<file path="config.mk">
export PLATFORM = sky130hd
export DESIGN_NAME = usb_cmd_interp
export DESIGN_NICKNAME = d
export VERILOG_FILES = /design/src/rtl/usb_cmd_pkg.sv /design/src/rtl/usb_cmd_decode.sv /design/src/rtl/usb_frame_snap.sv /design/src/rtl/usb_inbuf_flag.sv /design/src/rtl/usb_cmd_interp.sv
export SDC_FILE = /design/constraint.sdc
export NUM_CORES = 1
export LEC_CHECK = 0
export ABC_AREA = 1
export BUFFER_PORTS_ARGS = -buffer_cell sky130_fd_sc_hd__buf_2
export CAP_MARGIN = 10
export CORE_MARGIN = 1
export CORE_UTILIZATION = 25
export CTS_CLUSTER_DIAMETER = 50
export DETAILED_ROUTE_END_ITERATION = 8
export MAX_ROUTING_LAYER = met4
export PLACE_DENSITY = 0.53
export SYNTH_ARGS = -nofsm -noshare
export SYNTH_HDL_FRONTEND = slang
export SYNTH_HIERARCHICAL = 1
export SYNTH_SLANG_ARGS = --single-unit
export TNS_END_PERCENT = 1
</file>
<file path="constraint.sdc">
create_clock -name clk_i -period 1.6 [get_ports clk_i]
set_clock_uncertainty 0.1 [all_clocks]
set_input_delay 0.32 -clock clk_i [delete_from_list [all_inputs] [get_ports clk_i]]
set_output_delay 0.32 -clock clk_i [all_outputs]
set_load 0.03 [all_outputs]
</file>
<file path="src/rtl/usb_cmd_pkg.sv">
package usb_cmd_pkg;
  localparam logic [7:0] CMD_VALIDATE = 8'hFA;
  localparam logic [7:0] CMD_FRAME    = 8'hF5;

  typedef enum logic [1:0] {
    PH_IDLE = 2'd0,
    PH_LO   = 2'd1,
    PH_HI   = 2'd2
  } phase_e;
endpackage

</file>
<file path="src/rtl/usb_cmd_decode.sv">
module usb_cmd_decode
  import usb_cmd_pkg::*;
(
  input  logic       clk_i,
  input  logic       rst_ni,
  input  logic       cmd_wr_i,
  input  logic [7:0] cmd_i,
  input  logic       rd_i,
  output logic       validate_o,
  output logic       snap_o,
  output phase_e     phase_o
);
  phase_e phase_q, phase_d;

  assign validate_o = cmd_wr_i && (cmd_i == CMD_VALIDATE);
  assign snap_o     = cmd_wr_i && (cmd_i == CMD_FRAME);

  always_comb begin
    phase_d = phase_q;
    if (cmd_wr_i) begin
      // any command byte aborts a pending phase
      phase_d = snap_o ? PH_LO : PH_IDLE;
    end else if (rd_i) begin
      unique case (phase_q)
        PH_LO:   phase_d = PH_HI;
        PH_HI:   phase_d = PH_IDLE;
        default: phase_d = PH_IDLE;
      endcase
    end
  end

  always_ff @(posedge clk_i or negedge rst_ni) begin
    if (!rst_ni) phase_q <= PH_IDLE;
    else         phase_q <= phase_d;
  end

  assign phase_o = phase_q;


  hi_to_idle_chk: assert property (@(posedge clk_i) disable iff (!rst_ni)
    (phase_q == PH_HI && rd_i && !cmd_wr_i) |=> phase_q == PH_IDLE);

  abort_chk: assert property (@(posedge clk_i) disable iff (!rst_ni)
    (cmd_wr_i && cmd_i != CMD_FRAME) |=> phase_q == PH_IDLE);

  idle_rd_chk: assert property (@(posedge clk_i) disable iff (!rst_ni)
    (phase_q == PH_IDLE && !cmd_wr_i) |=> phase_q == PH_IDLE);
endmodule

</file>
<file path="src/rtl/usb_frame_snap.sv">
module usb_frame_snap
  import usb_cmd_pkg::*;
#(
  parameter int FRAME_W = 11,
  parameter int DATA_W  = 8
) (
  input  logic               clk_i,
  input  logic               rst_ni,
  input  logic               sof_i,
  input  logic [FRAME_W-1:0] sof_frame_i,
  input  logic               snap_i,
  input  logic               cmd_wr_i,
  input  phase_e             phase_i,
  output logic [DATA_W-1:0]  rd_data_o
);
  localparam int HI_W = FRAME_W - DATA_W;

  logic [FRAME_W-1:0] frame_q, snap_q;

  always_ff @(posedge clk_i or negedge rst_ni) begin
    if (!rst_ni) begin
      frame_q <= '0;
      snap_q  <= '0;
    end else begin
      if (sof_i)  frame_q <= sof_frame_i;
      if (snap_i) snap_q  <= frame_q;  // SOF in same cycle not yet visible
    end
  end

  always_comb begin
    unique case (phase_i)
      PH_LO:   rd_data_o = snap_q[DATA_W-1:0];
      PH_HI:   rd_data_o = {{(DATA_W-HI_W){1'b0}}, snap_q[FRAME_W-1:DATA_W]};
      default: rd_data_o = '0;
    endcase
  end


  snap_stable_chk: assert property (@(posedge clk_i) disable iff (!rst_ni)
    (!cmd_wr_i) |=> $stable(snap_q));

  hi_zero_chk: assert property (@(posedge clk_i) disable iff (!rst_ni)
    (phase_i == PH_HI) |-> (rd_data_o[DATA_W-1:HI_W] == '0));

  idle_zero_chk: assert property (@(posedge clk_i) disable iff (!rst_ni)
    (phase_i == PH_IDLE) |-> (rd_data_o == '0));
endmodule

</file>
<file path="src/rtl/usb_inbuf_flag.sv">
module usb_inbuf_flag (
  input  logic clk_i,
  input  logic rst_ni,
  input  logic validate_i,
  input  logic in_served_i,
  output logic full_o
);
  always_ff @(posedge clk_i or negedge rst_ni) begin
    if (!rst_ni)          full_o <= 1'b0;
    else if (validate_i)  full_o <= 1'b1;  // validate wins over served
    else if (in_served_i) full_o <= 1'b0;
  end


  set_src_chk: assert property (@(posedge clk_i) disable iff (!rst_ni)
    $rose(full_o) |-> $past(validate_i));

  clr_src_chk: assert property (@(posedge clk_i) disable iff (!rst_ni)
    $fell(full_o) |-> $past(in_served_i));

  both_chk: assert property (@(posedge clk_i) disable iff (!rst_ni)
    (validate_i && in_served_i) |=> full_o);
endmodule

</file>
<file path="src/rtl/usb_cmd_interp.sv">
module usb_cmd_interp
  import usb_cmd_pkg::*;
#(
  parameter int FRAME_W = 11,
  parameter int DATA_W  = 8
) (
  input  logic               clk_i,
  input  logic               rst_ni,
  input  logic               cmd_wr_i,
  input  logic [DATA_W-1:0]  cmd_i,
  input  logic               rd_i,
  output logic [DATA_W-1:0]  rd_data_o,
  input  logic               sof_i,
  input  logic [FRAME_W-1:0] sof_frame_i,
  input  logic               in_served_i,
  output logic               buf_full_o
);
  logic   validate, snap;
  phase_e phase;

  usb_cmd_decode u_decode (
    .clk_i      (clk_i),
    .rst_ni     (rst_ni),
    .cmd_wr_i   (cmd_wr_i),
    .cmd_i      (cmd_i),
    .rd_i       (rd_i),
    .validate_o (validate),
    .snap_o     (snap),
    .phase_o    (phase)
  );

  usb_frame_snap #(.FRAME_W(FRAME_W), .DATA_W(DATA_W)) u_frame (
    .clk_i       (clk_i),
    .rst_ni      (rst_ni),
    .sof_i       (sof_i),
    .sof_frame_i (sof_frame_i),
    .snap_i      (snap),
    .cmd_wr_i    (cmd_wr_i),
    .phase_i     (phase),
    .rd_data_o   (rd_data_o)
  );

  usb_inbuf_flag u_inbuf (
    .clk_i       (clk_i),
    .rst_ni      (rst_ni),
    .validate_i  (validate),
    .in_served_i (in_served_i),
    .full_o      (buf_full_o)
  );


  unknown_keep_chk: assert property (@(posedge clk_i) disable iff (!rst_ni)
    (cmd_wr_i && cmd_i != CMD_VALIDATE && !in_served_i) |=> $stable(buf_full_o));
endmodule

</file>
Word level (Yosys, flattened, before mapping) --
Cells that the tools add are included. Widths: inputs -> output; s select.
Storage, ports and cells: register bits 25, output and inout bits 9, logic and storage cells 19
Cells by class: equal/unequal tests 4, multiplexer cells 7, reduce and logical (&&, ||, !) cells 4
Operators with widths (count):
- $eq 8x8->1 const B | 2
- $pmux 8 s2 | 1
- $mux 2 | 3
- $reduce_bool 2->1 | 2
- $mux 1 | 3
- $eq 2x1->1 const B | 1
- $eq 2x2->1 const B | 1
- $logic_and 1x1->1 | 2

Longest topological paths before layout --
Gate-level depths: netlist of the first run.
depth after elaboration 4, gate-level depth with buffers 8, gate-level depth less buffers 7

Modules after synthesis --
Netlist of the first run, hierarchy kept.
By module, submodules not included:
- usb_frame_snap | times used 1, cells each 105, area each 968.4 sq um, seq. area each 550.5 sq um
- usb_cmd_decode | times used 1, cells each 25, area each 147.6 sq um, seq. area each 50.0 sq um
- usb_inbuf_flag | times used 1, cells each 5, area each 40.0 sq um, seq. area each 25.0 sq um

Worst setup path after synthesis of the first run --
No wires, ideal clock.
path type reg2out, from register u_decode.phase_q[1] (netlist: u_decode/phase_o[1]), to output rd_data_o[0], arrival 1266 ps, path slack -86 ps, stages on the path, launching flop included 6, path through dfrtp_1 > inv_1 > ha_1 > buf_2 > nand2_1 > a21oi_1
On the way: cells in the longest elaborated chain, start to end 2
Ends and longest elaborated chain:
- start, declared | RTL line usb_cmd_decode.sv:13 | phase_e phase_q, phase_d;
- start signal, assigned | RTL line usb_cmd_decode.sv:34 | else phase_q <= phase_d;
- $eq 2x2->1 or $eq 2x1->1 (tied branches) | RTL line usb_frame_snap.sv:31 | unique case (phase_i)
- $pmux 8 s2 (*) | RTL line usb_frame_snap.sv:31
- end, declared | RTL line usb_cmd_interp.sv:12 | output logic [DATA_W-1:0] rd_data_o,
Every way passes the cells marked *; elsewhere a longest branch is shown, timed or not.

Final worst setup path of the first run --
from register u_decode.phase_q[1] (netlist: u_decode/phase_o[1]), to output rd_data_o[1]
The elaborated chain is that of the path after synthesis.

==> run_results.csv, run 1 <==
group,metric,value,unit
cells_and_area,n_antenna_cell,0,
synth,yosys_warnings,6,
synth,syn_nets,162,
clocking,insertion_delay,0.26,ns
synth,ys_types,17,
placement,gp_congestion,0.699,
worst_setup_path,worstSetupEndpointType,"output pin",
die,die_h,70.0,µm
timing,fin_crit,1.71,ns
drt,dr.pass1.iters,3,
synth,synth_ff_type,"dfrtp_1",
clocking,numCtsBuffers,3,
cells_and_area,area_delta_synth_final,34.3,%
clocking,clk_pin_slew,0.08,ns
placement,place_inst,217,
timing,slew_headroom,63.7,%
timing,hold_slack,0.156,ns
worst_setup_path,worstPathRequired,1.18,ns
synth,synth_area_leader_cell,"dfrtp_1",
cells_and_area,instances_no_fill,225,
synth,syn_inst,135,
synth,synthTopCellsByCount,"nand2_1, inv_1, dfrtp_1",
drt,wl_per_cell,9.33,µm
job,drv_cap,0,
cells_and_area,nets,201,
global_route,grt_overflow,0,
drt,drc,0,
global_route,grt_max_degree,26,
clocking,cts_tree,"done",
cells_and_area,drive_above_1_share,37.0,%
global_route,antenna_found_initial,0,
power_and_ir_drop,power_leakage,0.798,nW
timing,rsz0062_at_grt,"true",
timing,final_max_slew_viol_count,0,
drt,via_per_inst,3.91,
synth,synthesis.area,0.00116,mm²
drt,drtIter0Drc,23,
power_and_ir_drop,power.density,772,mW/mm²
placement,dpl_cell_area,0.00138,mm²
hold_path,hold_path_class,"in -> reg",
clocking,clockBufferDepth,2,
timing,final-setup-viol-count,7,
timing,setup_tns,-0.516,ns
placement,io_buffers,33,
run_status,status,"complete, but fails checks",
worst_setup_path,critPathMaxFanout,3,
timing,tightest_slew,0.544,ns
timing,finalCritPeriodShare,107,%
placement,hpwl,1610,µm
clocking,cts-root-buf,"clkbuf_8",
synth,ys_async_sr_fraction,100,%
die,die_w,70.0,µm
worst_setup_path,rrSetupSlack,0.43,ns
die,start_util,26.2,%
timing,clock.fmax,584,MHz
die,num_rows,24,
worst_setup_path,worst_ep_arrival_time,1.29,ns
die,coreArea,0.00441,mm²
timing,hold_viol_final,0,
global_route,grt_pass1_vias,854,
drt,vias,879,
power_and_ir_drop,ir_worst_vdd,0.000293,V
die,fp.dieArea,0.00490,mm²
cells_and_area,stdcell_area,0.00155,mm²
synth,seq_area_frac_synth,54.1,%
synth,ys_ff_latch,25,
die,io-pin-count,34,
clocking,clkSinkCount,25,
synth,synth_top_area_share,54.1,%
drt,postRouteAntennaNets,0,
worst_setup_path,crit_type,"reg -> out",
clocking,h-tree-depth,1,
synth,synth.most_common_cell,"nand2_1",
run_status,violations,"setup timing",
placement,dp_slack,0.0671,ns
synth,synth-edff-count,0,
worst_setup_path,cp-start-kind,"register",
drt,wl,2100,µm
synth,syn_avg_cell_area,8.56,µm²
synth,synth.area.top_cells,"dfrtp_1, nand2_1, inv_1, a21oi_2, nor2_1",
timing,finalWorstSetupSlack,-0.112,ns
global_route,grt_pass1_wl,3700,µm
global_route,grt_usage,9.54,%
-- per-stage QoR --
| step | utilization, % | power (W) |
|---|---|---|
| 6_report | 35.2 | 0.00120 |
| 5_1_grt | 35.2 | 0.00128 |
| 4_1_cts | 34.5 | 0.00122 |
| 3_5_place_dp | 31.2 | 0.000849 |
| 3_3_place_gp | 31.2 | 0.000847 |
| 2_1_floorplan | - | 0.000786 |
-- flip-flops by register name, summed over array words and instances, names as in the netlist --
register / flops
u_frame/frame_q: 11
u_frame/snap_q: 11
u_decode/phase_o: 2
u_inbuf/full_o: 1
-- kinds of logic after synthesis --
| family | share of synthesized area, % |
|---|---|
| flip-flops | 54.1 |
| AND/OR/NAND/NOR | 16.8 |
| AO/OA/AOI/OAI | 14.8 |
| buffers and inverters | 12.1 |
| adder cells (fa/ha/maj) | 2.16 |
-- placed cells by master, fill, tap and decap left out --
cell / count
nand2_2: 4
nand3_1: 2
buf_4: 2
clkbuf_1: 1
buf_2: 25
nor2_1: 14
clkbuf_8: 3
o21ai_0: 7
inv_1: 21
nor3_1: 1
dfrtp_1: 25
o21bai_1: 1
o21ai_1: 4
nand2_1: 28
dlygate4sd3_1: 1
nand4_1: 1
buf_12: 1
a21oi_2: 12
inv_2: 5
a21oi_1: 3
buf_6: 10
ha_4: 2
-- path summary, 6_finish.rpt --
| kind | endpoint | startpoint | cells after the start |
|---|---|---|---|
| worst max-delay path | rd_data_o[1] | u_decode/phase_o[1] | 4 |
| max in group asynchronous | u_decode/phase_o[0] | rst_ni | 2 |
| min in group asynchronous | u_frame/snap_q[9] | rst_ni | 2 |
| worst max register to register | u_decode/phase_o[1] | u_decode/phase_o[1] | 6 |
| worst min-delay path | u_decode/phase_o[1] | rd_i | 2 |
| worst min register to register | u_inbuf/full_o | u_inbuf/full_o | 2 |
-- report_power, final --
group          switching [W]  internal (W)  leakage [nW]
clock network       0.000174      0.000177        0.0228
registers          0.0000215      0.000680         0.324
logic              0.0000818     0.0000645         0.451
total               0.000277      0.000922         0.798
-- metal layers --
layer	track usage, %	up-vias	part of all wire (%)
li1	-	485	-
met4	3.33	0	0.86
met3	2.02	2	5.2
met1	13.4	366	53
met5	-	-	0
met2	13.6	26	41
-- worst max-delay path: stages (launching register included) --
cell     delay [ns]
dfrtp_1        0.40
buf_6          0.13
ha_4           0.25
a21oi_2        0.12
buf_6          0.14
-- cell type report --
type	count	area, µm²
Inverter	26	97.6
Clock buffer	4	45.0
Timing Repair Buffer	39	283
Multi-Input combinational cell	79	437
Sequential cell	25	626
Tap cell	52	65.1
Fill cell	478	2860
-- what timing repair did --
action | CTS | global route
endpoints found under the setup margin | 8 | 8
cloned | 0 | 0
hold buffers | 1 | 0
buffers inserted | 2 | 1
hold endpoints to repair | 25 | 0
resized for setup | 21 | 11
pin swaps | 1 | 1
Power figures use the tool's default switching activity.
==> inputs of run 2 (changes only) <==
--- a/config.mk
+++ b/config.mk
@@ -8,7 +8,7 @@
 export ABC_AREA = 1
 export BUFFER_PORTS_ARGS = -buffer_cell sky130_fd_sc_hd__buf_2
 export CAP_MARGIN = 10
-export CORE_MARGIN = 1
+export CORE_MARGIN = 2
 export CORE_UTILIZATION = 25
 export CTS_CLUSTER_DIAMETER = 50
 export DETAILED_ROUTE_END_ITERATION = 8
==> run 2 against run 1 <==
  * The run still ends with setup timing left
  * Critical path depth is the same
  * Final cell count fell by 0.89%
  * Largest cell class unchanged
  * Clock power up 7.4%
  * Clock-buffer cell count shrank 1
  * Non-clock buffer count fell by 2
==> run_results.csv, run 2 (synthesized netlist as in run 1, its figures left out) <==
group,metric,value,unit
worst_setup_path,cp_cell_sequence,"buf_6, ha_4, a21oi_2, buf_6",
timing,tightest_slew,0.564,ns
cells_and_area,drive_above_1_share,35.1,%
clocking,insertion_delay,0.27,ns
drt,drtIter0Drc,27,
placement,io_buffers,33,
worst_setup_path,critPathTopFamily,"flip-flops",
placement,place_inst,217,
clocking,h-tree-depth,1,
worst_setup_path,worstPathRequired,1.18,ns
timing,slew_headroom,62.4,%
global_route,grt_usage,9.74,%
global_route,grt_pass1_wl,3850,µm
drt,postRouteAntennaNets,0,
run_status,status,"complete, but fails checks",
job,drv_cap,0,
worst_setup_path,worstSetupEndpointType,"output pin",
worst_setup_path,cpMostUsedCell,"buf_6",
global_route,antenna_found_initial,0,
global_route,grt_max_degree,26,
worst_setup_path,crit_type,"reg -> out",
timing,setup_tns,-0.603,ns
worst_setup_path,slowest_stage,"dfrtp_1",
cells_and_area,layout_commonest_cell,"nand2_1",
hold_path,hold_depth,2,
timing,final_max_slew_viol_count,0,
hold_path,hold_path_class,"in -> reg",
cells_and_area,n_antenna_cell,0,
power_and_ir_drop,ir_worst_vdd,0.000299,V
drt,wl_per_cell,9.87,µm
worst_setup_path,reg2reg_depth,4,
cells_and_area,mostFrequentLayoutCells,"nand2_1, buf_2, dfrtp_1",
cells_and_area,area_delta_synth_final,33.3,%
worst_setup_path,critPathMaxFanout,3,
global_route,grt_pass1_vias,909,
drt,vias,894,
drt,dr.pass1.iters,3,
timing,finalWorstSetupSlack,-0.127,ns
die,fp.dieArea,0.00518,mm²
worst_setup_path,worst_ep_arrival_time,1.31,ns
worst_setup_path,crit_buf_inv,2,
clocking,numCtsBuffers,3,
worst_setup_path,cp_num_cells,4,
placement,hpwl,1650,µm
timing,hold_viol_final,0,
die,coreArea,0.00441,mm²
placement,gp_congestion,0.773,
cells_and_area,nets,199,
timing,rsz0062_at_grt,"true",
drt,drc,0,
die,die_w,72.0,µm
timing,final-setup-viol-count,7,
die,die_h,72.0,µm
die,num_rows,24,
clocking,cts_tree,"done",
run_status,violations,"setup timing",
clocking,clkSinkCount,25,
power_and_ir_drop,design_power_total,0.00122,W
die,io-pin-count,34,
timing,finalCritPeriodShare,108,%
global_route,grt_overflow,0,
clocking,clockBufferDepth,2,
clocking,clk_pin_slew,0.08,ns
power_and_ir_drop,power_leakage,0.787,nW
die,start_util,26.2,%
timing,hold_slack,0.153,ns
cells_and_area,fillers,471,
drt,via_per_inst,4.01,
cells_and_area,instances_no_fill,223,
power_and_ir_drop,power.density,792,mW/mm²
worst_setup_path,cp-start-kind,"register",
clocking,cts-root-buf,"clkbuf_8",
worst_setup_path,crit_path_max_incr_delay,0.42,ns
timing,fin_crit,1.73,ns
drt,wl,2200,µm
timing,clock.fmax,579,MHz
[run 2: changes by cell type in the layout (fill, tap and decap cells not counted), moves of 2 or more]
cell / previous run / this run
nand2_2: 4 / 2
nand2_1: 28 / 30
inv_2: 5 / 3
inv_1: 21 / 23
[run 2: area by class of cell]
cell class	count	area, µm²	area share, %
multi-input cells	79	439	28.5
clock buffers	3	41.3	2.68
clock inverters	1	7.51	0.487
flip-flops and latches	25	627	40.7
repair buffers	37	264	17.1
inverters	26	97.6	6.33
well taps	52	65.1	4.22
[run 2: worst paths after layout]
kind,from,end,slack [ns]
max,u_decode/phase_o[1],rd_data_o[2],-0.13
min,rd_i,u_decode/phase_o[1],0.15
max reg2reg,u_decode/phase_o[1],u_decode/phase_o[1],0.66
min reg2reg,u_inbuf/full_o,u_inbuf/full_o,0.38
max in group asynchronous,rst_ni,u_decode/phase_o[0],0.52
min in group asynchronous,rst_ni,u_inbuf/full_o,0.46
[run 2: metal layers]
layer | vias up | wire, µm | share of wire, % | global-route usage, %
met4 | 0 | 27 | 1.2 | 3.77
met3 | 2 | 133 | 6.0 | 1.53
met1 | 382 | 1130 | 51 | 12.1
li1 | 482 | - | - | -
met2 | 28 | 911 | 41 | 15.9
met5 | - | 0 | 0 | -
[run 2: through the flow]
step | worst slack (ns) | area, µm² | util [%]
2_1_floorplan | -0.0863 | 1160 | -
3_3_place_gp | 0.0907 | 1380 | 31.2
3_5_place_dp | 0.0633 | 1380 | 31.2
4_1_cts | -0.133 | 1530 | 34.6
5_1_grt | -0.170 | 1540 | 34.9
6_report | -0.127 | 1540 | 34.9
[run 2: repair_timing]
action | in CTS | in global routing
pin swaps | 0 | 1
hold buffers | 1 | 0
endpoints found under the setup margin | 8 | 8
setup buffers | 1 | 0
gates resized for setup | 23 | 6
endpoints found under the hold margin | 25 | 0
[run 2: power by group]
part / switching, W / total [W] / internal, W / leakage (nW)
Combinational: 0.0000815 / 0.000144 / 0.0000622 / 0.443
Clock: 0.000200 / 0.000377 / 0.000176 / 0.0217
Sequential: 0.0000203 / 0.000700 / 0.000680 / 0.323
Total: 0.000302 / 0.00122 / 0.000918 / 0.787
==> inputs of run 3 (changes only) <==
--- a/config.mk
+++ b/config.mk
@@ -9,11 +9,11 @@
 export BUFFER_PORTS_ARGS = -buffer_cell sky130_fd_sc_hd__buf_2
 export CAP_MARGIN = 10
 export CORE_MARGIN = 2
-export CORE_UTILIZATION = 25
+export CORE_UTILIZATION = 50
 export CTS_CLUSTER_DIAMETER = 50
 export DETAILED_ROUTE_END_ITERATION = 8
 export MAX_ROUTING_LAYER = met4
-export PLACE_DENSITY = 0.53
+export PLACE_DENSITY = 0.86
 export SYNTH_ARGS = -nofsm -noshare
 export SYNTH_HDL_FRONTEND = slang
 export SYNTH_HIERARCHICAL = 1
==> run 3 against run 2 <==
  * The flow still finishes with violations (setup timing)
  * Global-route usage is 7.3 points higher
  * Via count is 4.8% higher
  * Clock power is 30% lower
  * Sequential cell count stayed put
==> run_results.csv, run 3 (synthesized netlist as in run 1, its figures left out) <==
group,metric,value,unit
timing,final-setup-viol-count,8,
timing,rsz0062_at_grt,"true",
timing,hold_viol_final,0,
global_route,grt_usage,17.0,%
worst_setup_path,r2r_end,"u_decode/phase_o[1]",
cells_and_area,multi_input_area,437,µm²
worst_setup_path,critPathMaxFanout,4,
cells_and_area,nets,200,
worst_setup_path,worst_ep_arrival_time,1.38,ns
drt,drc,0,
clocking,clockBufferDepth,2,
global_route,grt_overflow,0,
cells_and_area,fin_util,68.4,%
clocking,clk_pin_slew,0.11,ns
clocking,cts-root-buf,"clkbuf_4",
worst_setup_path,reg2reg_depth,3,
power_and_ir_drop,power_leakage,0.781,nW
timing,final_max_slew_viol_count,0,
cells_and_area,mostFrequentLayoutCells,"nand2_1, buf_2, dfrtp_1",
hold_path,hold_depth,2,
die,fp.dieArea,0.00271,mm²
cells_and_area,drive_above_1_share,37.8,%
clocking,insertion_delay,0.30,ns
die,die_w,52.1,µm
die,start_util,52.8,%
hold_path,hold_path_class,"in -> reg",
placement,io_buffers,33,
power_and_ir_drop,ir_worst_vdd,0.000618,V
worst_setup_path,slowest_stage,"dfrtp_2",
run_status,status,"complete, but fails checks",
drt,dr.pass1.iters,4,
die,coreArea,0.00219,mm²
timing,setup_tns,-1.49,ns
global_route,antenna_found_initial,0,
clocking,numCtsBuffers,3,
worst_setup_path,cp_cell_sequence,"inv_2, ha_4, nand2_1, a21oi_2, buf_6",
die,die_h,52.1,µm
timing,tightest_slew,0.528,ns
cells_and_area,area_delta_synth_final,29.5,%
hold_path,whs_endpoint,"u_decode/phase_o[1]",
timing,finalCritPeriodShare,112,%
cells_and_area,n_antenna_cell,0,
drt,drtIter0Drc,6,
drt,wl,2020,µm
timing,fin_crit,1.80,ns
drt,wl_per_cell,10.1,µm
global_route,grt_use_met1,19.5,%
run_status,violations,"setup timing",
worst_setup_path,crit_type,"reg -> out",
worst_setup_path,worstPathRequired,1.18,ns
global_route,use_met3,1.72,%
worst_setup_path,cp-start-kind,"register",
global_route,grt_max_degree,26,
clocking,h-tree-depth,1,
worst_setup_path,crit_buf_inv,2,
placement,hpwl,1570,µm
hold_path,min_from,"rd_i",
die,num_rows,17,
power_and_ir_drop,power.density,739,mW/mm²
placement,dp_slack,0.0508,ns
job,drv_cap,0,
drt,via_per_inst,4.69,
cells_and_area,ff_latch_area,627,µm²
worst_setup_path,crit_path_max_incr_delay,0.46,ns
worst_setup_path,worstSetupEndpointType,"output pin",
global_route,met2_usage,29.1,%
worst_setup_path,rrSetupSlack,0.71,ns
timing,hold_slack,0.104,ns
timing,clock.fmax,556,MHz
timing,slew_headroom,64.8,%
worst_setup_path,critPathTopFamily,"flip-flops",
placement,gp_congestion,0.802,
clocking,clkSinkCount,25,
worst_setup_path,reg2reg_from,"u_decode/phase_o[0]",
global_route,grt_busiest_layer,"met2",
die,io-pin-count,34,
global_route,grt_pass1_wl,3270,µm
timing,finalWorstSetupSlack,-0.199,ns
cells_and_area,fillers,188,
drt,postRouteAntennaNets,0,
global_route,grt_pass1_vias,813,
cells_and_area,layout_commonest_cell,"nand2_1",
drt,vias,937,
clocking,cts_tree,"done",
run 3: through the flow:
step / total power (W) / instance area (µm²) / instances
detailed placement: 0.000849 / 1350 / 193
CTS: 0.00112 / 1490 / 200
global route: 0.00117 / 1500 / 200
finish: 0.00111 / 1500 / 200
floorplan: 0.000786 / 1160 / 135
global placement: 0.000837 / 1350 / 193
run 3: worst max path at each step:
stage / from / end / slack (ns) / depth (start not counted)
after global routing: u_decode/phase_o[0] / rd_data_o[4] / -0.28 / 6
after CTS: u_decode/phase_o[0] / rd_data_o[4] / -0.19 / 6
after floorplan: u_decode/phase_o[1] / rd_data_o[1] / -0.09 / 5
after global placement: u_decode/phase_o[0] / rd_data_o[1] / 0.1 / 4
after detailed placement: u_decode/phase_o[1] / rd_data_o[1] / 0.05 / 5
final: u_decode/phase_o[1] / rd_data_o[1] / -0.20 / 5
run 3: what timing repair did:
action / 4_1_cts / 5_1_grt
setup endpoints to repair: 8 / 8
endpoints found under the hold margin: 25 / 0
resized for setup: 25 / 9
gates cloned: 0 / 0
setup buffers: 2 / 0
hold buffers: 1 / 0
pin swaps: 3 / 1
run 3: cell type report:
| class | instances | share of cell area (%) |
|---|---|---|
| inverters | 26 | 6.52 |
| well taps | 28 | 2.34 |
| multi-input cells | 79 | 29.2 |
| clock buffers | 4 | 1.75 |
| repair buffers | 38 | 18.4 |
| flip-flops and latches | 25 | 41.9 |
run 3: report_power, final:
| group | switching (W) | total, W | internal [W] |
|---|---|---|---|
| logic | 0.0000812 | 0.000141 | 0.0000598 |
| registers | 0.0000212 | 0.000701 | 0.000680 |
| clock network | 0.000167 | 0.000264 | 0.0000974 |
run 3: per-layer routing:
metal  wire length [µm]  vias up
li1                   -      486
met4                 38        0
met5                  0        -
met1                891      419
met2                984       27
met3                104        5
